<file path="src/rtl/io_trap_pkg.sv">
package io_trap_pkg;
  typedef enum logic [1:0] {
    TGT_EXT = 2'd0,
    TGT_INT = 2'd1,
    TGT_LPC = 2'd2
  } io_target_e;
endpackage

</file>
<file path="src/rtl/io_trap_regs.sv">
module io_trap_regs #(
  parameter int NUM_MON = 4,
  parameter int ADDR_W  = 16,
  parameter int MASK_W  = 4,
  parameter int DATA_W  = 16,
  parameter int SEL_W   = 3
) (
  input  logic                      clk,
  input  logic                      rst,
  input  logic                      reg_wr,
  input  logic [SEL_W-1:0]          reg_sel,
  input  logic [DATA_W-1:0]         reg_wdata,
  output logic [NUM_MON*ADDR_W-1:0] base_q,
  output logic [NUM_MON*MASK_W-1:0] mask_q,
  output logic [NUM_MON-1:0]        en_q,
  output logic [NUM_MON-1:0]        fwd_en_q,
  output logic [NUM_MON-1:0]        en_nxt,
  output logic [NUM_MON-1:0]        clr_req
);
  localparam int SEL_MASK = NUM_MON;
  localparam int SEL_CTRL = NUM_MON + 1;
  localparam int SEL_STAT = NUM_MON + 2;

  logic wr_mask, wr_ctrl, wr_stat;
  assign wr_mask = reg_wr && (reg_sel == SEL_W'(SEL_MASK));
  assign wr_ctrl = reg_wr && (reg_sel == SEL_W'(SEL_CTRL));
  assign wr_stat = reg_wr && (reg_sel == SEL_W'(SEL_STAT));

  genvar g;
  generate
    for (g = 0; g < NUM_MON; g++) begin : g_base
      always_ff @(posedge clk) begin
        if (rst)
          base_q[g*ADDR_W +: ADDR_W] <= '0;
        else if (reg_wr && (reg_sel == SEL_W'(g)))
          base_q[g*ADDR_W +: ADDR_W] <= reg_wdata[ADDR_W-1:0];
      end
    end
  endgenerate

  always_ff @(posedge clk) begin
    if (rst)          mask_q <= '0;
    else if (wr_mask) mask_q <= reg_wdata[NUM_MON*MASK_W-1:0];
  end

  always_comb begin
    en_nxt = en_q;
    if (wr_ctrl) en_nxt = reg_wdata[NUM_MON-1:0];
  end

  always_ff @(posedge clk) begin
    if (rst) begin
      en_q     <= '0;
      fwd_en_q <= '0;
    end else begin
      en_q <= en_nxt;
      if (wr_ctrl) fwd_en_q <= reg_wdata[2*NUM_MON-1:NUM_MON];
    end
  end

  assign clr_req = wr_stat ? reg_wdata[NUM_MON-1:0] : '0;
endmodule

</file>
<file path="src/rtl/io_trap_match.sv">
module io_trap_match #(
  parameter int ADDR_W = 16,
  parameter int MASK_W = 4
) (
  input  logic [ADDR_W-1:0] addr,
  input  logic [ADDR_W-1:0] base,
  input  logic [MASK_W-1:0] mask,
  output logic              hit
);
  logic [ADDR_W-1:0] care;
  assign care = ~{{(ADDR_W-MASK_W){1'b0}}, mask};
  assign hit  = ((addr ^ base) & care) == '0;
endmodule

</file>
<file path="src/rtl/io_trap_status.sv">
module io_trap_status #(
  parameter int NUM_MON = 4
) (
  input  logic               clk,
  input  logic               rst,
  input  logic               cyc_ok,
  input  logic               is_lpc,
  input  logic [NUM_MON-1:0] hit,
  input  logic [NUM_MON-1:0] en_q,
  input  logic [NUM_MON-1:0] fwd_en_q,
  input  logic [NUM_MON-1:0] en_nxt,
  input  logic [NUM_MON-1:0] clr_req,
  output logic [NUM_MON-1:0] status_q,
  output logic               smi_q,
  output logic               lpc_fwd_q
);
  logic [NUM_MON-1:0] trap, status_d;
  logic               blocked;

  assign trap     = hit & en_q & {NUM_MON{cyc_ok}};
  assign status_d = (status_q & ~clr_req) | trap;
  assign blocked  = |(trap & ~fwd_en_q);

  always_ff @(posedge clk) begin
    if (rst) begin
      status_q  <= '0;
      smi_q     <= 1'b0;
      lpc_fwd_q <= 1'b0;
    end else begin
      status_q  <= status_d;
      smi_q     <= |(status_d & en_nxt);
      lpc_fwd_q <= cyc_ok && is_lpc && !blocked;
    end
  end
endmodule

</file>
<file path="src/rtl/io_trap_monitor.sv">
module io_trap_monitor #(
  parameter int NUM_MON = 4,
  parameter int ADDR_W  = 16,
  parameter int MASK_W  = 4,
  parameter int DATA_W  = 16,
  parameter int SEL_W   = 3
) (
  input  logic               clk,
  input  logic               rst,
  input  logic               reg_wr,
  input  logic [SEL_W-1:0]   reg_sel,
  input  logic [DATA_W-1:0]  reg_wdata,
  input  logic               io_valid,
  input  logic [ADDR_W-1:0]  io_addr,
  input  logic               io_decoded,
  input  logic [1:0]         io_target,
  output logic [NUM_MON-1:0] trap_status,
  output logic               smi,
  output logic               lpc_fwd
);
  import io_trap_pkg::*;

  logic [NUM_MON*ADDR_W-1:0] base_q;
  logic [NUM_MON*MASK_W-1:0] mask_q;
  logic [NUM_MON-1:0]        en_q, fwd_en_q, en_nxt, clr_req, hit;
  logic                      cyc_ok, is_lpc;

  assign cyc_ok = io_valid && io_decoded;
  assign is_lpc = (io_target == TGT_LPC);

  io_trap_regs #(
    .NUM_MON(NUM_MON), .ADDR_W(ADDR_W), .MASK_W(MASK_W),
    .DATA_W(DATA_W), .SEL_W(SEL_W)
  ) u_regs (
    .clk(clk), .rst(rst), .reg_wr(reg_wr), .reg_sel(reg_sel),
    .reg_wdata(reg_wdata), .base_q(base_q), .mask_q(mask_q),
    .en_q(en_q), .fwd_en_q(fwd_en_q), .en_nxt(en_nxt), .clr_req(clr_req)
  );

  genvar g;
  generate
    for (g = 0; g < NUM_MON; g++) begin : g_mon
      io_trap_match #(.ADDR_W(ADDR_W), .MASK_W(MASK_W)) u_match (
        .addr(io_addr),
        .base(base_q[g*ADDR_W +: ADDR_W]),
        .mask(mask_q[g*MASK_W +: MASK_W]),
        .hit (hit[g])
      );
    end
  endgenerate

  io_trap_status #(.NUM_MON(NUM_MON)) u_status (
    .clk(clk), .rst(rst), .cyc_ok(cyc_ok), .is_lpc(is_lpc), .hit(hit),
    .en_q(en_q), .fwd_en_q(fwd_en_q), .en_nxt(en_nxt), .clr_req(clr_req),
    .status_q(trap_status), .smi_q(smi), .lpc_fwd_q(lpc_fwd)
  );
endmodule

</file>
<file path="config.mk">
export PLATFORM = sky130hd
export DESIGN_NAME = io_trap_monitor
export DESIGN_NICKNAME = d
export VERILOG_FILES = /design/src/rtl/io_trap_pkg.sv /design/src/rtl/io_trap_regs.sv /design/src/rtl/io_trap_match.sv /design/src/rtl/io_trap_status.sv /design/src/rtl/io_trap_monitor.sv
export SDC_FILE = /design/constraint.sdc
export NUM_CORES = 1
export LEC_CHECK = 0
export CAP_MARGIN = 20
export CORE_ASPECT_RATIO = 1.75
export CORE_MARGIN = 1
export CORE_UTILIZATION = 30
export CTS_CLUSTER_SIZE = 40
export DETAILED_ROUTE_END_ITERATION = 6
export GPL_TIMING_DRIVEN = 1
export PLACE_DENSITY = 0.49
export SLEW_MARGIN = 10
export SYNTH_ARGS = -nofsm -noshare
export SYNTH_HDL_FRONTEND = slang
export SYNTH_SLANG_ARGS = --single-unit
export TNS_END_PERCENT = 5
</file>
<file path="constraint.sdc">
create_clock -name clk -period 3.7 [get_ports clk]
set_clock_uncertainty 0.1 [all_clocks]
set_input_delay 0.37 -clock clk [delete_from_list [all_inputs] [get_ports clk]]
set_output_delay 0.37 -clock clk [all_outputs]
set_load 0.01 [all_outputs]
</file>
# After elaboration in Yosys (flattened, before gate mapping)
# Index checks and enable logic that the tools add are counted.
# totals
register_bits	94
latchBits	0
ramBits	0
rom_bits	0
out_inout_bits	6
wordCells	57
memories	0
# op_classes
n_addsub	0
multipliers	0
div_mod_pow	0
magnitude_cmp	0
n_eq_ne	7
shifts	0
n_mux	2
bitwise	20
reduce_logical	18
# op_table
operator	n
$and 16x16->16	4
$logic_not 16->1	4
$not 4->16	4
$xor 16x16->16	4
$and 4x4->4	5
$logic_and 1x1->1	10
$eq 3x3->1 const B	3
$mux 4	2
$not 4->4	2
$reduce_or 4->1	2
$eq 3x2->1 const B	2
$or 4x4->4	1
$eq 3x1->1 const B	1
$logic_not 3->1	1
$eq 2x2->1 const B	1
$logic_not 1->1	1

# Longest topological paths before layout
# Gate-level depths: netlist (run 1).
# depth
ltp_word	9
mapped_depth	8
ltp_nobuf	6

# Modules after synthesis
# From an unflattened synthesis (run 1), not the netlist that was laid out.
# unflattened
cells_unflattened	445
area_unflattened_um2	4568.1
# modules_own_cells
module	instances	cells_per_inst	area_each_um2	seq_area_each_um2
io_trap_regs	1	317	3553.4	1761.7
io_trap_match	4	23	181.4	0.0
io_trap_status	1	34	269.0	120.1
io_trap_monitor	1	2	20.0	0.0

# Least setup slack after synthesis (run 1)
# Ideal clock, no wire load.
# synth_timing
path_type	input -> register
from	in io_addr[7]
to	reg u_status.smi_q
arrival_ps	1706
slack_ps	1830
stages	7
path_buffers	1
path_cell_list	buf_6 -> xor2_2 -> nor4_2 -> nand4_1 -> or4_4 -> o32a_1 -> nand4_1
# synth_between
elab_chain_cells	8
elab_cells_between_ends	17
classes_between	bitwise (12); reduce/logical (5)
# synth_lines
element	line	source
start, declared	io_trap_monitor.sv:14	input logic [ADDR_W-1:0] io_addr,
$xor 16x16->16	io_trap_match.sv:12	assign hit = ((addr ^ base) & care) == '0;
$and 16x16->16	io_trap_match.sv:12	
$logic_not 16->1	io_trap_match.sv:12	
$and 4x4->4 * (2 in a row)	io_trap_status.sv:20	assign trap = hit & en_q & {NUM_MON{cyc_ok}};
$or 4x4->4 *	io_trap_status.sv:21	assign status_d = (status_q & ~clr_req) | trap;
$and 4x4->4 *	io_trap_status.sv:31	smi_q <= |(status_d & en_nxt);
$reduce_or 4->1 *	io_trap_status.sv:31	
end signal, assigned	io_trap_status.sv:31	
end, declared	io_trap_status.sv:14	output logic smi_q,
# Mark *: on every way between the ends. The rest lies on a longest branch, timed or not.
# A chain may end at the register's enable or synchronous reset.

# Worst setup path in the final report (run 1)
# layout_timing
from	in io_addr[5]
to	reg u_status.lpc_fwd_q
# layout_between
elab_chain_cells	9
elab_cells_between_ends	18
classes_between	bitwise (11); reduce/logical (7)
# layout_lines
element	line	source
$xor 16x16->16	io_trap_match.sv:12	
$and 16x16->16	io_trap_match.sv:12	
$logic_not 16->1	io_trap_match.sv:12	
$and 4x4->4 * (2 in a row)	io_trap_status.sv:20	
$and 4x4->4 *	io_trap_status.sv:22	assign blocked = |(trap & ~fwd_en_q);
$reduce_or 4->1 *	io_trap_status.sv:22	
$logic_not 1->1 *	io_trap_status.sv:32	lpc_fwd_q <= cyc_ok && is_lpc && !blocked;
$logic_and 1x1->1 *	io_trap_status.sv:32	
end signal, assigned	io_trap_status.sv:32	
end, declared	io_trap_status.sv:15	output logic lpc_fwd_q
# Marks and branches as above.

==> results of run 1 <==
## cells in the final DEF, fill, tap and decap left out, types with 2 or more instances in the layout
cell             instances
clkinvlp_4               3
o22a_1                   2
dfxtp_1                 94
inv_1                    5
nor2_1                  20
xnor2_1                 45
nand3_1                  6
xor2_1                  18
mux2i_1                  5
o2111ai_1                3
o21ai_0                  2
nor3_2                   2
nor4_1                   6
buf_4                    5
nor2_2                   2
clkbuf_16                9
o22ai_1                  4
a21oi_1                 87
nand4_1                  9
nand2_1                165
clkdlybuf4s50_1         46
nor2b_1                  2
o21ai_1                  4
nand2b_1                 2
or2_1                    2
## cell type report
type                    instances  area (um2)  share of cell area
well taps                     174       217.7             0.04285
inverters                       5       18.77            0.003694
flip-flops and latches         94        1882              0.3704
multi-input cells             398        2131              0.4194
clock buffers                  10       239.0             0.04703
repair buffers                 53       523.0              0.1029
clock inverters                 6       70.07             0.01379
## sequential cells by signal, summed over array words and instances (netlist names)
register            flops
u_regs.fwd_en_q         4
u_regs.mask_q          16
u_regs.en_q             4
u_regs.base_q          64
u_status.lpc_fwd_q      1
u_status.status_q       4
u_status.smi_q          1
## tightest hold or removal path: cells and delay by family (launching register included)
kind / cells / cell delay, ps
AOI/OAI and AO/OA: 1 / 50
and+or+nand+nor: 1 / 50
DFF: 1 / 310
## power groups by stage
| stage | clock network (mW) | logic, mW | registers [mW] |
|---|---|---|---|
| global route | 1.01 | 0.240 | 1.05 |
| floorplan | 0 | 0.115 | 1.06 |
| CTS | 0.979 | 0.222 | 1.04 |
| detailed placement | 0 | 0.221 | 1.07 |
| finish | 0.959 | 0.222 | 1.04 |
| global placement | 0 | 0.221 | 1.07 |
## final timing paths
kind	start	to	slack, ps
worst max-delay path	io_addr[5]	u_status.lpc_fwd_q	1210
worst min-delay path	u_regs.mask_q[9]	u_regs.mask_q[9]	350
worst max register to register	u_regs.base_q[21]	u_status.lpc_fwd_q	1470
worst min register to register	u_regs.mask_q[9]	u_regs.mask_q[9]	350
## through the flow
step,hold WS (ps),util
after floorplan,336.3,-
final,354.7,0.3777
after global routing,374.0,0.3777
after global placement,343.9,0.3532
after CTS,356.3,0.3762
after detailed placement,346.4,0.3532
## routing by layer
layer,track usage,vias to the layer above,part of all wire
met5,0,-,0
met4,0.08844,0,0.026
li1,-,1797,-
met3,0.02498,23,0.026
met2,0.3752,57,0.56
met1,0.2088,1729,0.39
## cell families after synthesis
logic type / after synthesis / share of synthesized area
AO/OA/AOI/OAI: 105 / 0.1345
XOR/XNOR: 64 / 0.1366
buffers and inverters: 39 / 0.03792
flip-flops: 94 / 0.4526
multiplexers: 5 / 0.01204
AND/OR/NAND/NOR: 224 / 0.2263
==> results by stage, run 1 <==
Worst setup path:
- In this run the worst path has a maximum fanout of 4.
- The critical path goes through clkdlybuf4s50_1, xor2_1, nor4_1, nand4_1, nor4_1, a21o_1, nor3_1.
- STA classifies the critical path endpoint as a register.
- The number of cells on the worst reg-to-reg path is 6.
- The family with the most delay on the worst path is simple AND/OR/NAND/NOR gates.
- The kind of launch point of the worst setup path is a primary input.
- For this design, the slowest cell found on the critical path is nor4_1.
- Data arrives at the worst endpoint at 2620 ps.
- The buffers plus inverters on the worst setup path is 1.
- The cell that appears most often on the critical path is nor4_1.
- The startpoint-to-endpoint class of the critical path is in -> reg.
- Data on the critical path is required at its endpoint by 3840 ps.
- The largest single stage delay on the critical path is 580 ps.
- In this run the number of cells on the critical path is 7.

Route:
- The number of DRC violations after detailed routing is 0.
- The number of DRC violations after detailed-routing iteration 0 is 202.
- The routed design has 13290 um of wire.
- The remaining antenna violation count after routing is 0.
- The number of iterations in the first detailed-routing pass is 4.
- The routed length per instance is 17.96 um.
- After detailed routing, the number of vias per cell comes to 4.873.
- The final route contains 3606 vias.

Die:
- The area of the core is 0.01345 mm2.
- The die outline height is 157.7 um.
- The number of rows created at floorplan is 56.
- The die covers 0.01435 mm2.
- The initial utilization of the core area, before any placement, comes to 0.3091.
- 48 I/O pins were placed.
- Measured along the x axis, the die boundary spans 90.99 um.

Clock network:
- After clock tree synthesis, the clock-pin slew on the worst setup and hold paths is 70 ps.
- The CTS tree is yes.
- The clock sink count is 94.
- The tree is rooted in a clkbuf_16.
- The clock latency at the later pin of the worst-skew pair is 340 ps.
- Buffers inserted during clock tree synthesis total 9.
- The post-CTS setup buffer count is 0.
- The count of instances resized after the clock tree is built is 0.
- The post-cts hold buffer count is 0.
- Counting along the longest clock path gives a buffer depth of 2.
- The number of levels in the clock H-tree is 3.

Pwr:
- The peak supply drop is 0.2151 mV.
- The net switching component of the power is 0.5548 mW.
- The share of total power in the clock network is 0.431.
- The power consumption is 2.225 mW.
- The internal cell power is 1.670 mW.
- For this design the static power due to leakage is 1.701 nW.
- The cell area power density is 437.9 mW/mm2.
- The share of power burned in combinational logic is 0.100.
- Of the total power, the share spent switching nets is 0.2494.
- The sequential cell fraction of total power is 0.469.

Synth:
- The summed instance area of the synthesized netlist is 0.004158 mm2.
- Dividing the synthesized area by the synthesized cell count gives 7.830 um2.
- Counting distinct cell types in the post-synthesis netlist gives 36.
- The sequential cell area fraction in the yosys report is 0.4526.
- Synthesis produced a netlist with a net count of 573.
- After synthesis, the cell types taking the most area are dfxtp_1, nand2_1, a21oi_1.
- By instance count, the leading cell after synthesis is nand2_1.
- The flop and latch count out of synthesis is 94.
- During synthesis, Yosys emitted a total of 0 warnings.
- The leading register cell type out of synthesis is dfxtp_1.
- Of all cell types, the one taking the most synthesized area is dfxtp_1.
- For this run, asynchronously set or reset flops after synthesis account for 0.
- The commonest cells after synthesis are nand2_1, dfxtp_1, a21oi_1.
- The cell count after synthesis is 531.
- The number of flops mapped to enable cells by yosys is 0.
- Of the post-synthesis cell area, the dominant cell type holds 0.4526.

Timing:
- Setup repair after global routing left no endpoint under its margin.
- For the pin with the worst max-slew slack, the measured transition is 949.9 ps.
- Setup slack closes at 1214 ps.
- For this run, the top clock speed supported by timing is 402.3 MHz.
- The relative slew slack is 0.3660.
- Dividing the final minimum period by the clock period gives 0.6718.
- The count of final max-slew check failures is 0.
- In the final timing run, aggregate negative setup slack is 0 ps.
- The final hold violation count is 0.
- The final setup violation count is 0.
- The post-route minimum period is 2486 ps.

GRT:
- Summed over all layers, the global routing overflow is 0.
- The global router's overall resource usage is 0.1947.
- The first global-routing pass estimated 20500 um of wire.
- The number of global-route vias before repair is 3590.
- The number of antenna violations at the first check in global routing was 0.
- The pin count of the biggest net entering global routing is 60.

Finish:
- The net count reported at finish is 603.
- The post-route cell area is 0.005081 mm2.
- Relative to the synthesized area, the layout overhead comes to 22.21%.
- The total inserted antenna cells is 0.
- In the final layout, the share of cells above drive strength 1 is 0.05300.
- The count of filler cells inserted in the layout is 1457.
- The post-route non-filler standard cell count is 740.

Placed design:
- At the placement stage, the worst setup path has a slack of 857.4 ps.
- At the end of routability-driven placement, the weighted congestion stood at 0.7976.
- The post-placement cell count is 723.
- The cell area reported after detailed placement is 0.004752 mm2.
- In this run the tool buffered the top-level ports with 47 buffer cells.
- The HPWL after detailed placement is 9370 um.

Worst hold path:
- The worst hold path was traced through 2 stages.
- The class of the tightest hold or removal check is reg -> reg.

Run:
- Max-cap violations in this run came to 0.

Run status:
- The run finished with clean final reports.
Power figures use the tool's default switching activity.
==> inputs of run 2 (changes only) <==
- clock period: 3.7 -> 2.5 ns (I/O delays scaled with it)
==> run 2 against run 1 <==
Effect of this change: wire length grew 0.32%; final cell count is 2.2% higher; worst setup slack worse by 890 ps; largest cell class unchanged.
==> results by stage, run 2 (synthesized netlist as in run 1, its figures left out) <==
Run status:
- The flow ran to the end, and the final reports show no timing, DRC or antenna violations.

Clock network:
- In this run the deepest clock path goes through 2 buffers.
- The tree is rooted in a clkbuf_16.
- The number of levels in the clock H-tree is 3.
- The clock sink count is 94.
- Clock-pin slew was measured on the worst setup and hold paths at 70 ps.
- The total CTS buffers is 9.
- The CTS tree is yes.
- The clock latency at the later pin of the worst-skew pair is 350 ps.
- The count of instances resized after the clock tree is built is 0.
- After clock tree synthesis, the flow added hold-fix buffers numbering 0.
- The post-CTS setup buffer count is 0.

Pwr:
- After layout, the design draws a total of 3.238 mW.
- For this design the static power due to leakage is 1.780 nW.
- The cell area power density is 626.3 mW/mm2.
- The peak supply drop is 0.3099 mV.

Timing:
- Setup repair after global routing left no endpoint under its margin.
- The count of final max-slew check failures is 0.
- The final critical-path share of the clock period is 0.8696.
- The total negative slack for setup checks is 0 ps.
- The relative slew slack is 0.6045.
- The highest attainable clock frequency is 460.0 MHz.
- After layout, the worst setup slack is 326.0 ps.
- The final hold violation count is 0.
- Setup violations remaining at the end of the flow were counted as 0.
- The routed design could run at a clock period as short as 2174 ps.
- Across all hold checks on the routed design, the worst slack comes to 102.6 ps.
- The worst-margin pin slew is 593.3 ps.

Finish:
- The signed area change from the synthesized netlist to the final layout is 24.35%.
- In the final layout, the share of cells above drive strength 1 is 0.07732.
- The total inserted antenna cells is 0.
- The register with the most flip-flops in the layout has 64 of them.
- u_regs.base_q holds more flip-flops than any other register.
- In the layout the commonest cells are nand2_1, dfxtp_1, a21oi_1.
- The post-route cell area is 0.005170 mm2.
- The net count reported at finish is 619.
- The largest registers in the layout are u_regs.base_q (64), u_regs.mask_q (16).
- Leaving out fill and tap cells, the most frequent cell in the layout is nand2_1.

Route:
- After detailed routing, the average wire length per cell comes to 17.63 um.
- The vias after detailed routing is 3624.
- In this run, the number of DRC markers left after iteration 0 of detailed routing was 218.
- The remaining antenna violation count after routing is 0.
- The total routed wirelength is 13330 um.
- In the routed layout, each cell is associated on average with a via count of 4.794.
- The number of DRC violations after detailed routing is 0.
- The pre-antenna-repair detailed-routing pass consisted of 4 iterations.

Worst hold path:
- The worst hold path belongs to the class in -> reg.
- In this run the most critical hold path is launched from rst.

Placed design:
- The cell area reported after detailed placement is 0.004877 mm2.
- The HPWL after detailed placement is 9551 um.
- The weighted congestion at the end of routability-driven global placement is 0.8222.
- The setup slack at placement is -67.03 ps.
- The number of buffers added on ports is 47.

GRT:
- The first-pass GRT wire length is 20270 um.
- The number of global-route vias before repair is 3590.
- The number of antenna violations at the first check in global routing is 0.
- Entering global routing, the biggest net connects 46 pins.
- The remaining global-route overflow is 0.
- The global router's overall resource usage is 0.1919.

Run:
- The tool flagged a number of max-cap violations equal to 0.

Worst setup path:
- For the worst setup path, the data arrival time is 2370 ps.
- For the worst setup path, the data required time is 2690 ps.
- The startpoint-to-endpoint class of the critical path is in -> reg.
- The startpoint of the most critical setup path is io_addr[14].
- The nature of the critical path endpoint is a register.
- In this run the critical register-to-register path is launched from u_regs.base_q[62].
- Of all nets on the critical path, the largest fanout is 4.
- The kind of launch point of the worst setup path is a primary input.

Die:
- The die covers 0.01435 mm2.
- The die outline height is 157.7 um.
- The initial utilization of the core area, before any placement, comes to 0.3091.
- Measured along the x axis, the die boundary spans 90.99 um.
- The number of rows created at floorplan is 56.
- The area of the core is 0.01345 mm2.
- In this run the count of I/O pins placed on the die edge is 48.
## run 2: routing by layer
metal / vias up / GRT usage / share of wire
li1: 1830 / - / -
met1: 1705 / 0.2026 / 0.39
met2: 70 / 0.3781 / 0.55
met3: 19 / 0.02834 / 0.039
met4: 0 / 0.07181 / 0.020
met5: - / 0 / 0
## run 2: final timing paths
kind	end	slack [ps]	cells past startpoint
max	u_status.smi_q	330	8
min	u_status.status_q[0]	100	2
max reg2reg	u_status.smi_q	490	7
min reg2reg	u_regs.mask_q[5]	360	2
## run 2: final cells by class
| cell class | count | area (um2) |
|---|---|---|
| Fill cell | 1434 | 8283 |
| Multi-Input combinational cell | 398 | 2128 |
| Sequential cell | 94 | 1882 |
| Timing Repair Buffer | 69 | 630.6 |
| Clock buffer | 11 | 252.7 |
| Tap cell | 174 | 217.7 |
| Clock inverter | 5 | 40.04 |
| Inverter | 5 | 18.77 |
## run 2: power breakdown
group          leakage [nW]  switching, mW  internal, mW
logic                 0.872          0.191         0.146
clock network         0.147          0.615         0.740
registers             0.760         0.0191          1.53
## run 2: per-stage QoR
stage	util	instances
final	0.3843	756
after global routing	0.3843	756
after CTS	0.3843	756
after detailed placement	0.3625	740
after global placement	0.3625	740
after floorplan	-	531
## run 2: worst max-delay path, stage by stage
cell and delay [ps]:
clkdlybuf4s50_1 540, xnor2_1 280, nand4_1 140, nor4_1 320, buf_4 190, o2111ai_1 210
o32a_1 360, nand4_1 80
